--- src/rtl/fcs_pkg.sv ---
// Package: shared constants and types of the FPU control and status unit.
// Assumes a 16-bit status word with the top pointer at bits 13:11.
package fcs_pkg;
    localparam int WORD_W   = 16;
    localparam int TOP_W    = 3;
    localparam int TOP_LSB  = 11;
    localparam int FIELD_W  = 3;
    localparam int GROUP_W  = 2;
    localparam int TOP_MSB  = TOP_LSB + TOP_W - 1;

    localparam logic [WORD_W-1:0] CW_RESET   = 16'h037F;
    localparam logic [WORD_W-1:0] TAG_RESET  = 16'hFFFF;
    localparam logic [WORD_W-1:0] CLEX_MASK  = 16'h80FF;
    localparam logic [WORD_W-1:0] TOP_MASK   = ((WORD_W)'((1 << TOP_W) - 1)) << TOP_LSB;

    localparam logic [GROUP_W-1:0] GRP_INIT = 2'd0;
    localparam logic [GROUP_W-1:0] GRP_STSW = 2'd1;
    localparam logic [GROUP_W-1:0] GRP_NOP  = 2'd2;

    typedef enum logic [2:0] {
        OPK_NONE = 3'd0,
        OPK_NOP  = 3'd1,
        OPK_CLEX = 3'd2,
        OPK_INIT = 3'd3,
        OPK_STSW = 3'd4,
        OPK_ILL  = 3'd5
    } opk_e;
endpackage

--- src/rtl/fcs_decode.sv ---
// Module: fcs_decode
// Maps a (group, field) pair to one operation kind. Purely combinational.
// Assumes one instruction per valid cycle; invalid cycles give OPK_NONE.
module fcs_decode
    import fcs_pkg::*;
(
    input  logic               valid,
    input  logic [GROUP_W-1:0] grp,
    input  logic [FIELD_W-1:0] fld,
    output opk_e               op
);
    // Decode the group, then the field within it.
    always_comb begin
        op = OPK_NONE;
        if (valid) begin
            if (grp == GRP_INIT) begin
                case (fld)
                    3'd0, 3'd1, 3'd4: op = OPK_NOP;
                    3'd2:             op = OPK_CLEX;
                    3'd3:             op = OPK_INIT;
                    default:          op = OPK_ILL;
                endcase
            end else if (grp == GRP_STSW) begin
                op = (fld == 3'd0) ? OPK_STSW : OPK_ILL;
            end else if (grp == GRP_NOP) begin
                op = (fld == 3'd0) ? OPK_NOP : OPK_ILL;
            end else begin
                op = OPK_ILL;
            end
        end
    end
endmodule

--- src/rtl/fcs_state.sv ---
// Module: fcs_state
// Holds control word, tag word, sticky flags and top pointer.
// Assumes the top field of the flags register is never stored (kept zero).
module fcs_state
    import fcs_pkg::*;
(
    input  logic              clk,
    input  logic              rst_n,
    input  opk_e              op,
    input  logic              evt_valid,
    input  logic [WORD_W-1:0] evt_flags,
    input  logic              top_wr,
    input  logic [TOP_W-1:0]  top_val,
    input  logic              cw_wr,
    input  logic [WORD_W-1:0] cw_val,
    input  logic              tag_wr,
    input  logic [WORD_W-1:0] tag_val,
    output logic [WORD_W-1:0] ctrl_q,
    output logic [WORD_W-1:0] tag_q,
    output logic [WORD_W-1:0] flags_q,
    output logic [TOP_W-1:0]  top_q
);
    logic              do_init;
    logic              do_clr;
    logic [WORD_W-1:0] keep_mask;
    logic [WORD_W-1:0] evt_bits;
    logic [WORD_W-1:0] flags_nx;

    // Classify the operation for the state update.
    always_comb begin
        do_init   = (op == OPK_INIT);
        do_clr    = (op == OPK_CLEX);
        keep_mask = do_clr ? ~CLEX_MASK : '1;
        evt_bits  = evt_valid ? (evt_flags & ~TOP_MASK) : '0;
        flags_nx  = (flags_q & keep_mask) | evt_bits;
    end

    // Register update: reset and initialise share one image.
    always_ff @(posedge clk) begin
        if (!rst_n || do_init) begin
            ctrl_q  <= CW_RESET;
            tag_q   <= TAG_RESET;
            flags_q <= '0;
            top_q   <= '0;
        end else begin
            if (cw_wr)  ctrl_q <= cw_val;
            if (tag_wr) tag_q  <= tag_val;
            if (top_wr) top_q  <= top_val;
            flags_q <= flags_nx;
        end
    end

    assert_init_image_R2: assert property (@(posedge clk) disable iff (!rst_n)
        do_init |=> (ctrl_q == CW_RESET && tag_q == TAG_RESET && flags_q == '0 && top_q == '0));

    assert_clex_R3: assert property (@(posedge clk) disable iff (!rst_n)
        (do_clr && !evt_valid) |=> ((flags_q & CLEX_MASK) == '0 &&
                                    (flags_q & ~CLEX_MASK) == $past(flags_q & ~CLEX_MASK)));

    assert_no_top_in_flags_R10: assert property (@(posedge clk) disable iff (!rst_n)
        flags_q[TOP_MSB:TOP_LSB] == '0);

    assert_quiet_ctrl_R4: assert property (@(posedge clk) disable iff (!rst_n)
        (!do_init && !cw_wr) |=> $stable(ctrl_q));

    assert_evt_kept_R11: assert property (@(posedge clk) disable iff (!rst_n)
        (do_clr && evt_valid) |=> ((flags_q & $past(evt_flags & ~TOP_MASK)) == $past(evt_flags & ~TOP_MASK)));
endmodule

--- src/rtl/fcs_merge.sv ---
// Module: fcs_merge
// Builds the visible status word by inserting the top pointer into its field.
// Assumes the flags input carries zeros in the top field.
module fcs_merge
    import fcs_pkg::*;
(
    input  logic [WORD_W-1:0] flags,
    input  logic [TOP_W-1:0]  top,
    output logic [WORD_W-1:0] status
);
    for (genvar i = 0; i < WORD_W; i++) begin : g_bit
        if (i >= TOP_LSB && i <= TOP_MSB) begin : g_top
            // Top field bit: ORed with the (zero) stored flag bit.
            assign status[i] = flags[i] | top[i-TOP_LSB];
        end else begin : g_flag
            // Ordinary flag bit passes straight through.
            assign status[i] = flags[i];
        end
    end
endmodule

--- src/rtl/fcs_resp.sv ---
// Module: fcs_resp
// Registers the per-instruction responses: accumulator write, illegal, hold.
// Assumes the status input reflects state before the accepting edge.
module fcs_resp
    import fcs_pkg::*;
(
    input  logic              clk,
    input  logic              rst_n,
    input  opk_e              op,
    input  logic [WORD_W-1:0] status,
    output logic [WORD_W-1:0] ax_data_q,
    output logic              ax_we_q,
    output logic              ill_q,
    output logic              hold_q
);
    // One-cycle response pulses; accumulator data captured on store.
    always_ff @(posedge clk) begin
        if (!rst_n) begin
            ax_data_q <= '0;
            ax_we_q   <= 1'b0;
            ill_q     <= 1'b0;
            hold_q    <= 1'b0;
        end else begin
            ax_we_q <= (op == OPK_STSW);
            ill_q   <= (op == OPK_ILL);
            hold_q  <= (op == OPK_STSW) || (op == OPK_CLEX) || (op == OPK_INIT);
            if (op == OPK_STSW) ax_data_q <= status;
        end
    end

    assert_ill_alone_R5: assert property (@(posedge clk) disable iff (!rst_n)
        ill_q |-> (!ax_we_q && !hold_q));

    assert_store_hold_R6: assert property (@(posedge clk) disable iff (!rst_n)
        ax_we_q |-> hold_q);

    assert_store_data_R6: assert property (@(posedge clk) disable iff (!rst_n)
        (op == OPK_STSW) |=> (ax_we_q && ax_data_q == $past(status)));
endmodule

--- src/rtl/fpu_ctl_status.sv ---
// Module: fpu_ctl_status
// Top of the FPU control and status unit: decode, state, merge, response.
// Assumes synchronous active-low reset and at most one instruction per cycle.
module fpu_ctl_status
    import fcs_pkg::*;
(
    input  logic        clk,
    input  logic        rst_n,
    input  logic        in_valid,
    input  logic [1:0]  in_group,
    input  logic [2:0]  in_field,
    input  logic        evt_valid,
    input  logic [15:0] evt_flags,
    input  logic        top_wr,
    input  logic [2:0]  top_val,
    input  logic        cw_wr,
    input  logic [15:0] cw_val,
    input  logic        tag_wr,
    input  logic [15:0] tag_val,
    output logic [15:0] ctrl_word,
    output logic [15:0] tag_word,
    output logic [15:0] status_word,
    output logic [15:0] ax_data,
    output logic        ax_we,
    output logic        illegal,
    output logic        ip_hold
);
    opk_e              op;
    logic [WORD_W-1:0] flags_q;
    logic [TOP_W-1:0]  top_q;

    fcs_decode u_dec (
        .valid (in_valid),
        .grp   (in_group),
        .fld   (in_field),
        .op    (op)
    );

    fcs_state u_st (
        .clk       (clk),
        .rst_n     (rst_n),
        .op        (op),
        .evt_valid (evt_valid),
        .evt_flags (evt_flags),
        .top_wr    (top_wr),
        .top_val   (top_val),
        .cw_wr     (cw_wr),
        .cw_val    (cw_val),
        .tag_wr    (tag_wr),
        .tag_val   (tag_val),
        .ctrl_q    (ctrl_word),
        .tag_q     (tag_word),
        .flags_q   (flags_q),
        .top_q     (top_q)
    );

    fcs_merge u_mrg (
        .flags  (flags_q),
        .top    (top_q),
        .status (status_word)
    );

    fcs_resp u_rsp (
        .clk       (clk),
        .rst_n     (rst_n),
        .op        (op),
        .status    (status_word),
        .ax_data_q (ax_data),
        .ax_we_q   (ax_we),
        .ill_q     (illegal),
        .hold_q    (ip_hold)
    );

    assert_top_field_R10: assert property (@(posedge clk) disable iff (!rst_n)
        top_wr |=> (status_word[13:11] == $past(top_val) || $past(op == OPK_INIT)));

    assert_idle_R12: assert property (@(posedge clk) disable iff (!rst_n)
        !in_valid |=> (!ax_we && !illegal && !ip_hold));
endmodule

--- config.mk ---
export PLATFORM = sky130hd
export DESIGN_NAME = fpu_ctl_status
export DESIGN_NICKNAME = d
export VERILOG_FILES = /design/src/rtl/fcs_pkg.sv /design/src/rtl/fcs_decode.sv /design/src/rtl/fcs_state.sv /design/src/rtl/fcs_merge.sv /design/src/rtl/fcs_resp.sv /design/src/rtl/fpu_ctl_status.sv
export SDC_FILE = /design/constraint.sdc
export NUM_CORES = 1
export LEC_CHECK = 0
export BUFFER_PORTS_ARGS = -buffer_cell sky130_fd_sc_hd__buf_4
export CAP_MARGIN = 20
export CORE_UTILIZATION = 48
export CTS_CLUSTER_SIZE = 25
export DETAILED_ROUTE_END_ITERATION = 8
export GPL_ROUTABILITY_DRIVEN = 0
export PLACE_DENSITY = 0.87
export SLEW_MARGIN = 20
export SYNTH_ARGS = -nofsm -noshare
export SYNTH_HDL_FRONTEND = slang
export SYNTH_SLANG_ARGS = --single-unit
--- constraint.sdc ---
create_clock -name clk -period 2.6 [get_ports clk]
set_input_delay 0.39 -clock clk [delete_from_list [all_inputs] [get_ports clk]]
set_output_delay 0.39 -clock clk [all_outputs]
set_load 0.1 [all_outputs]
**After elaboration in Yosys (flattened, before gate mapping)**

Index checks and enable logic that the tools add are counted.

- Register bits after elaboration: 70
- Bits of input ports: 63
- Output and inout bits: 67
- Logic and storage cells: 39

- Eq/ne operators: 10
- Muxes and demuxes: 9
- Bitwise gates (word level): 5
- Reductions and logical operators: 7

Operators by type and width:

| cell | number |
|---|---|
| $mux W16 | 2 |
| $and A16 B16 Y16 | 1 |
| $or A16 B16 Y16 | 1 |
| $mux W3 | 5 |
| $eq A3 B2 Y1 const B | 4 |
| $eq A3 B3 Y1 const B | 3 |
| $pmux W3 S3 | 1 |
| $eq A3 B1 Y1 const B | 1 |
| $logic_not A3 Y1 | 1 |
| $logic_or A1 B1 Y1 | 3 |
| $or A1 B1 Y1 | 3 |
| $reduce_or A3 Y1 | 1 |
| $eq A2 B1 Y1 const B | 1 |
| $eq A2 B2 Y1 const B | 1 |
| $logic_not A2 Y1 | 1 |
| $logic_not A1 Y1 | 1 |
| $mux W1 | 1 |

**Longest topological paths before layout**

- Depth in word-level cells: 10
- Mapped depth: 6
- Gate-level depth less buffers: 3

**By module**

Synthesis repeated with hierarchy kept, for this count alone.

- Cell total of the unflattened synthesis: 264
- Area total of the unflattened synthesis: 2,637.5 µm²

Modules (own cells, without submodules):

| module | times used | cells each | area an instance (µm²) | seq. area each (µm²) |
|---|---|---|---|---|
| fcs_state | 1 | 163 | 1,706.6 | 960.9 |
| fcs_resp | 1 | 78 | 764.5 | 380.4 |
| fcs_merge | 1 | 16 | 116.4 | 0.0 |
| fcs_decode | 1 | 7 | 50.0 | 0.0 |

**Worst setup path after synthesis**

Ideal clock, no wire load.

- Path kind: input-to-reg
- Start point: input port in_field[1]
- End point: register u_rsp.ax_data_q[10]
- Setup time: 0.072 ns
- Data arrival time: 1.309 ns
- Required time: 2.528 ns
- Slack: 1.219 ns
- Stages: 6
- Path buffers: 3
- Cells stage by stage: clkbuf_2 > nor2_1 > and4_1 > buf_6 > buf_8 > mux2i_1

- Word-level cells in the longest chain between the ends: 7
- Elaborated cells on any way between the ends: 14
- Classes of those cells: eq/ne (5); mux (7); reduce/logical (2)

RTL lines:

| item | RTL line | text |
|---|---|---|
| from (decl) | fpu_ctl_status.sv:11 | `input logic [2:0] in_field,` |
| branches (longest 4 deep; another with $eq A3 B1 Y1) | n/a |  |
| $mux W3 (*) | fcs_decode.sv:16 | `if (grp == GRP_INIT) begin` |
| $mux W3 (*) | fcs_decode.sv:15 | `if (valid) begin` |
| $eq A3 B3 Y1 (*) | fcs_resp.sv:27 | `if (op == OPK_STSW) ax_data_q <= status;` |
| to (signal assigned) | fcs_resp.sv:27 |  |
| to (decl) | fcs_resp.sv:11 | `output logic [WORD_W-1:0] ax_data_q,` |

Mark *: on every way between the ends.
A chain may end at the register's enable or synchronous reset.

**Worst setup path after layout**

- Start point: input port in_group[1]
- End point: register u_st.flags_q[1]

- Word-level cells in the longest chain between the ends: 9
- Elaborated cells on any way between the ends: 13
- Classes of those cells: eq/ne (4); mux (5); bitwise (2); reduce/logical (2)

RTL lines:

| item | RTL line | text |
|---|---|---|
| from (decl) | fpu_ctl_status.sv:10 | `input logic [1:0] in_group,` |
| $eq A2 B2 Y1 | fcs_decode.sv:25 | `end else if (grp == GRP_NOP) begin` |
| $mux W3 | fcs_decode.sv:25 |  |
| $mux W3 | fcs_decode.sv:23 | `end else if (grp == GRP_STSW) begin` |
| $mux W3 (*) | fcs_decode.sv:16 |  |
| $mux W3 (*) | fcs_decode.sv:15 |  |
| $eq A3 B2 Y1 | fcs_state.sv:32 | `do_clr = (op == OPK_CLEX);` |
| $mux W16 | fcs_state.sv:33 | `keep_mask = do_clr ? ~CLEX_MASK : '1;` |
| $and A16 B16 Y16 | fcs_state.sv:35 | `flags_nx = (flags_q & keep_mask) \| evt_bits;` |
| $or A16 B16 Y16 | fcs_state.sv:35 |  |
| to (signal assigned) | fcs_state.sv:49 | `flags_q <= flags_nx;` |
| to (decl) | fcs_state.sv:20 | `output logic [WORD_W-1:0] flags_q,` |

Mark *: on every way between the ends. The rest lies on a longest branch, timed or not.

==> flow_summary.yaml <==
status:
  status: "finished clean"
cts:
  clk_pin_slew_ns: 0.07
  numCtsBuffers: 9
  cts.sinks: 67
  h-tree-depth: 3
  clockRootBuffer: "clkbuf_8"
  max-clock-path-buffers: 2
  postCtsSetupBuffers: 0
  cts_hold_buf: 0
  cts_tree: "yes"
  cts_resized: 0
  clk_latency_ns: 0.33
route:
  routed_wirelength_mm: 6.182
  firstDrtPassIters: 4
  first_iter_violations: 45
  vias: 2226
  wire_per_inst_um: 13.65
  viasPerCell: 4.914
  drc_errors: 0
  ant_nets: 0
worst_setup_path:
  cp.required_ns: 2.78
  crit_fanout: 23
  startpoint_type: "input pin"
  path_cells: "buf_4 > nor4b_2 > buf_4 > a31o_2 > a311oi_1"
  cp_slowest_stage_delay_ns: 0.50
  reg2reg_depth: 2
  path_buf_inv: 2
  critPathKind: "in2reg"
  cpMostUsedCell: "buf_4"
  worst_ep_arrival_time_ns: 1.60
  endpoint_kind: "flip-flop"
  critPathSlowestCell: "a31o_2"
  crit_cells: 5
  critical_path.top_delay_family: "compound AO/OA/AOI/OAI gates"
yosys:
  yosys.area.top_type_share: 0.5209
  ys_seq_elements: 67
  netlist_instances: 258
  synth_area_leaders: "dfxtp_1 (52%), mux2i_1 (20%), nand2_1 (9.8%), a311oi_1 (3.1%), a21oi_1 (2.7%)"
  synth_fp_nets: 321
  synthesis.area_um2: 2575
  synth_xor_area_frac: 0.003401
  synth.largest_area_cell: "dfxtp_1"
  synth-simple-area-share: 0.1429
  synthAdderAreaFrac: 0
  synthMuxAreaShare: 0.2021
  synthDistinctLibCells: 26
  synth_top_family_by_area: "multiplexers"
  synth_compound_area_frac: 0.07580
  yosys_warnings: 0
  syn_area_per_cell_um2: 9.981
  yosysSeqAreaShare: 0.5209
timing:
  rsz0062_at_grt: "no"
  skew_ns: 0.005547
  period_share: 0.5482
  layout_min_cycle_time_ns: 1.425
  setup-violations-final: 0
  setup_tns_ns: 0
  drv_slew: 0
  final.setup.worst_slack_ns: 1.175
  hold_viol_final: 0
  max_freq_mhz: 701.7
  hold_ws_ns: 0.2567
  max_slew_margin: 0.5589
  worstMarginPinSlew_ns: 0.6617
floorplan:
  start_util: 0.5010
  die_w_um: 75.24
  num_rows: 26
  io_pins: 130
  die-area_um2: 5661
  chipHeight_um: 75.24
  core_area_um2: 5140
finish:
  syn2layout_area_growth_pct: 44.36
  n_antenna_cell: 0
  drive_gt1_frac: 0.3812
  fillers: 397
  num-nets-final: 441
  final_area_um2: 3717
  fin_util: 0.7232
  finalNonFillerCells: 453
global_routing:
  grt_pass1_vias: 1962
  grt_pass1_wl_mm: 9.066
  gr-usage-all-layers: 0.2191
  antenna_found_initial: 0
  grt_max_degree: 36
  grt.overflow.total: 0
placement:
  place_area_um2: 3490
  place_ws_ns: 0.8342
  port_buffers: 126
  hpwl_mm: 4.433
  dp_cells: 437
pwr:
  p_leak_nw: 1.715
  p_total_mw: 2.723
  cellPowerDensity_nw_per_um2: 732.6
  ir_worst_vdd_mv: 0.3649
flow_run:
  max_cap_violations: 0
worst_hold_path:
  hold_path_depth: 2
  min-delay-path-class: "in2reg"
[synth_stat cells]
cell	n
nor3b_1	1
clkbuf_1	3
a31oi_4	1
clkbuf_2	1
nor4_1	1
buf_4	1
dfxtp_1	67
a21oi_1	14
nor2_1	16
buf_8	1
buf_2	7
a31o_2	1
nor2b_1	1
nand3b_1	1
nor4b_2	1
o31a_1	1
xor2_1	1
nand3_1	1
buf_6	3
and4_1	1
dlygate4sd1_1	3
a311oi_1	9
mux2i_1	52
a211oi_1	1
nand2_1	67
inv_1	2
[worst paths after layout]
check | from | endpoint | slack (ns)
hold reg to reg | u_rsp.ax_data_q[14] | u_rsp.ax_data_q[14] | 0.46
setup / recovery | in_group[1] | u_st.flags_q[1] | 1.17
hold / removal | in_group[1] | u_rsp.hold_q | 0.26
setup reg to reg | u_st.flags_q[1] | u_st.flags_q[1] | 1.81
[cells in the final DEF (no fill, tap or decap), drive strengths merged]
cell type / netlist / final
clkbuf: 4 / 12
nand3b: 1 / 1
buf: 12 / 128
o31a: 1 / 1
a31oi: 1 / 1
nor2: 16 / 16
mux2i: 52 / 52
nand3: 1 / 1
nor4b: 1 / 1
clkinvlp: 0 / 1
bufinv: 0 / 2
a211oi: 1 / 1
nor2b: 1 / 1
xor2: 1 / 1
clkinv: 0 / 1
inv: 2 / 2
a21oi: 14 / 14
a31o: 1 / 1
nor3b: 1 / 1
and4: 1 / 1
nor4: 1 / 1
dfxtp: 67 / 67
a311oi: 9 / 9
nand2: 67 / 67
[state kept, by name, indices dropped and copies added, names as in the netlist]
signal,flops
u_rsp.ax_data_q,16
u_st.ctrl_q,16
u_st.tag_q,16
u_st.flags_q,13
u_st.top_q,3
u_rsp.ax_we_q,1
u_rsp.hold_q,1
u_rsp.ill_q,1
[cell families after synthesis]
logic type	after synthesis
multiplexers	52
AND/OR/NAND/NOR	90
flip-flops	67
XOR/XNOR	1
AO/OA/AOI/OAI	27
buffers and inverters	21
[layout make-up]
cell class | count | area (um2) | share of cell area
Clock inverter | 4 | 72.57 | 0.01952
Multi-Input combinational cell | 170 | 1092 | 0.2938
Timing Repair Buffer | 128 | 960.9 | 0.2585
Sequential cell | 67 | 1341 | 0.3608
Clock buffer | 12 | 155.1 | 0.04174
Inverter | 2 | 7.507 | 0.002020
Tap cell | 70 | 87.58 | 0.02356
[worst register-to-register path, cell delays in order (launching register included)]
cell and delay, ns:
dfxtp_1 0.37, a21oi_1 0.06, a311oi_1 0.26
[metal layers]
metal | part of all wire | track usage | vias to the layer above | wire (um)
met3 | 0.090 | 0.06961 | 11 | 557
met1 | 0.43 | 0.2466 | 999 | 2641
met4 | 0.015 | 0.1049 | 0 | 93
met2 | 0.47 | 0.3774 | 99 | 2889
li1 | - | - | 1117 | -
met5 | 0 | 0 | - | 0
[power breakdown]
group,switching (mW),internal [mW]
Clock,0.375,0.591
Combinational,0.479,0.172
Sequential,0.0301,1.08
Total,0.884,1.84
Note: power is estimated with default switching activity, not from simulation.
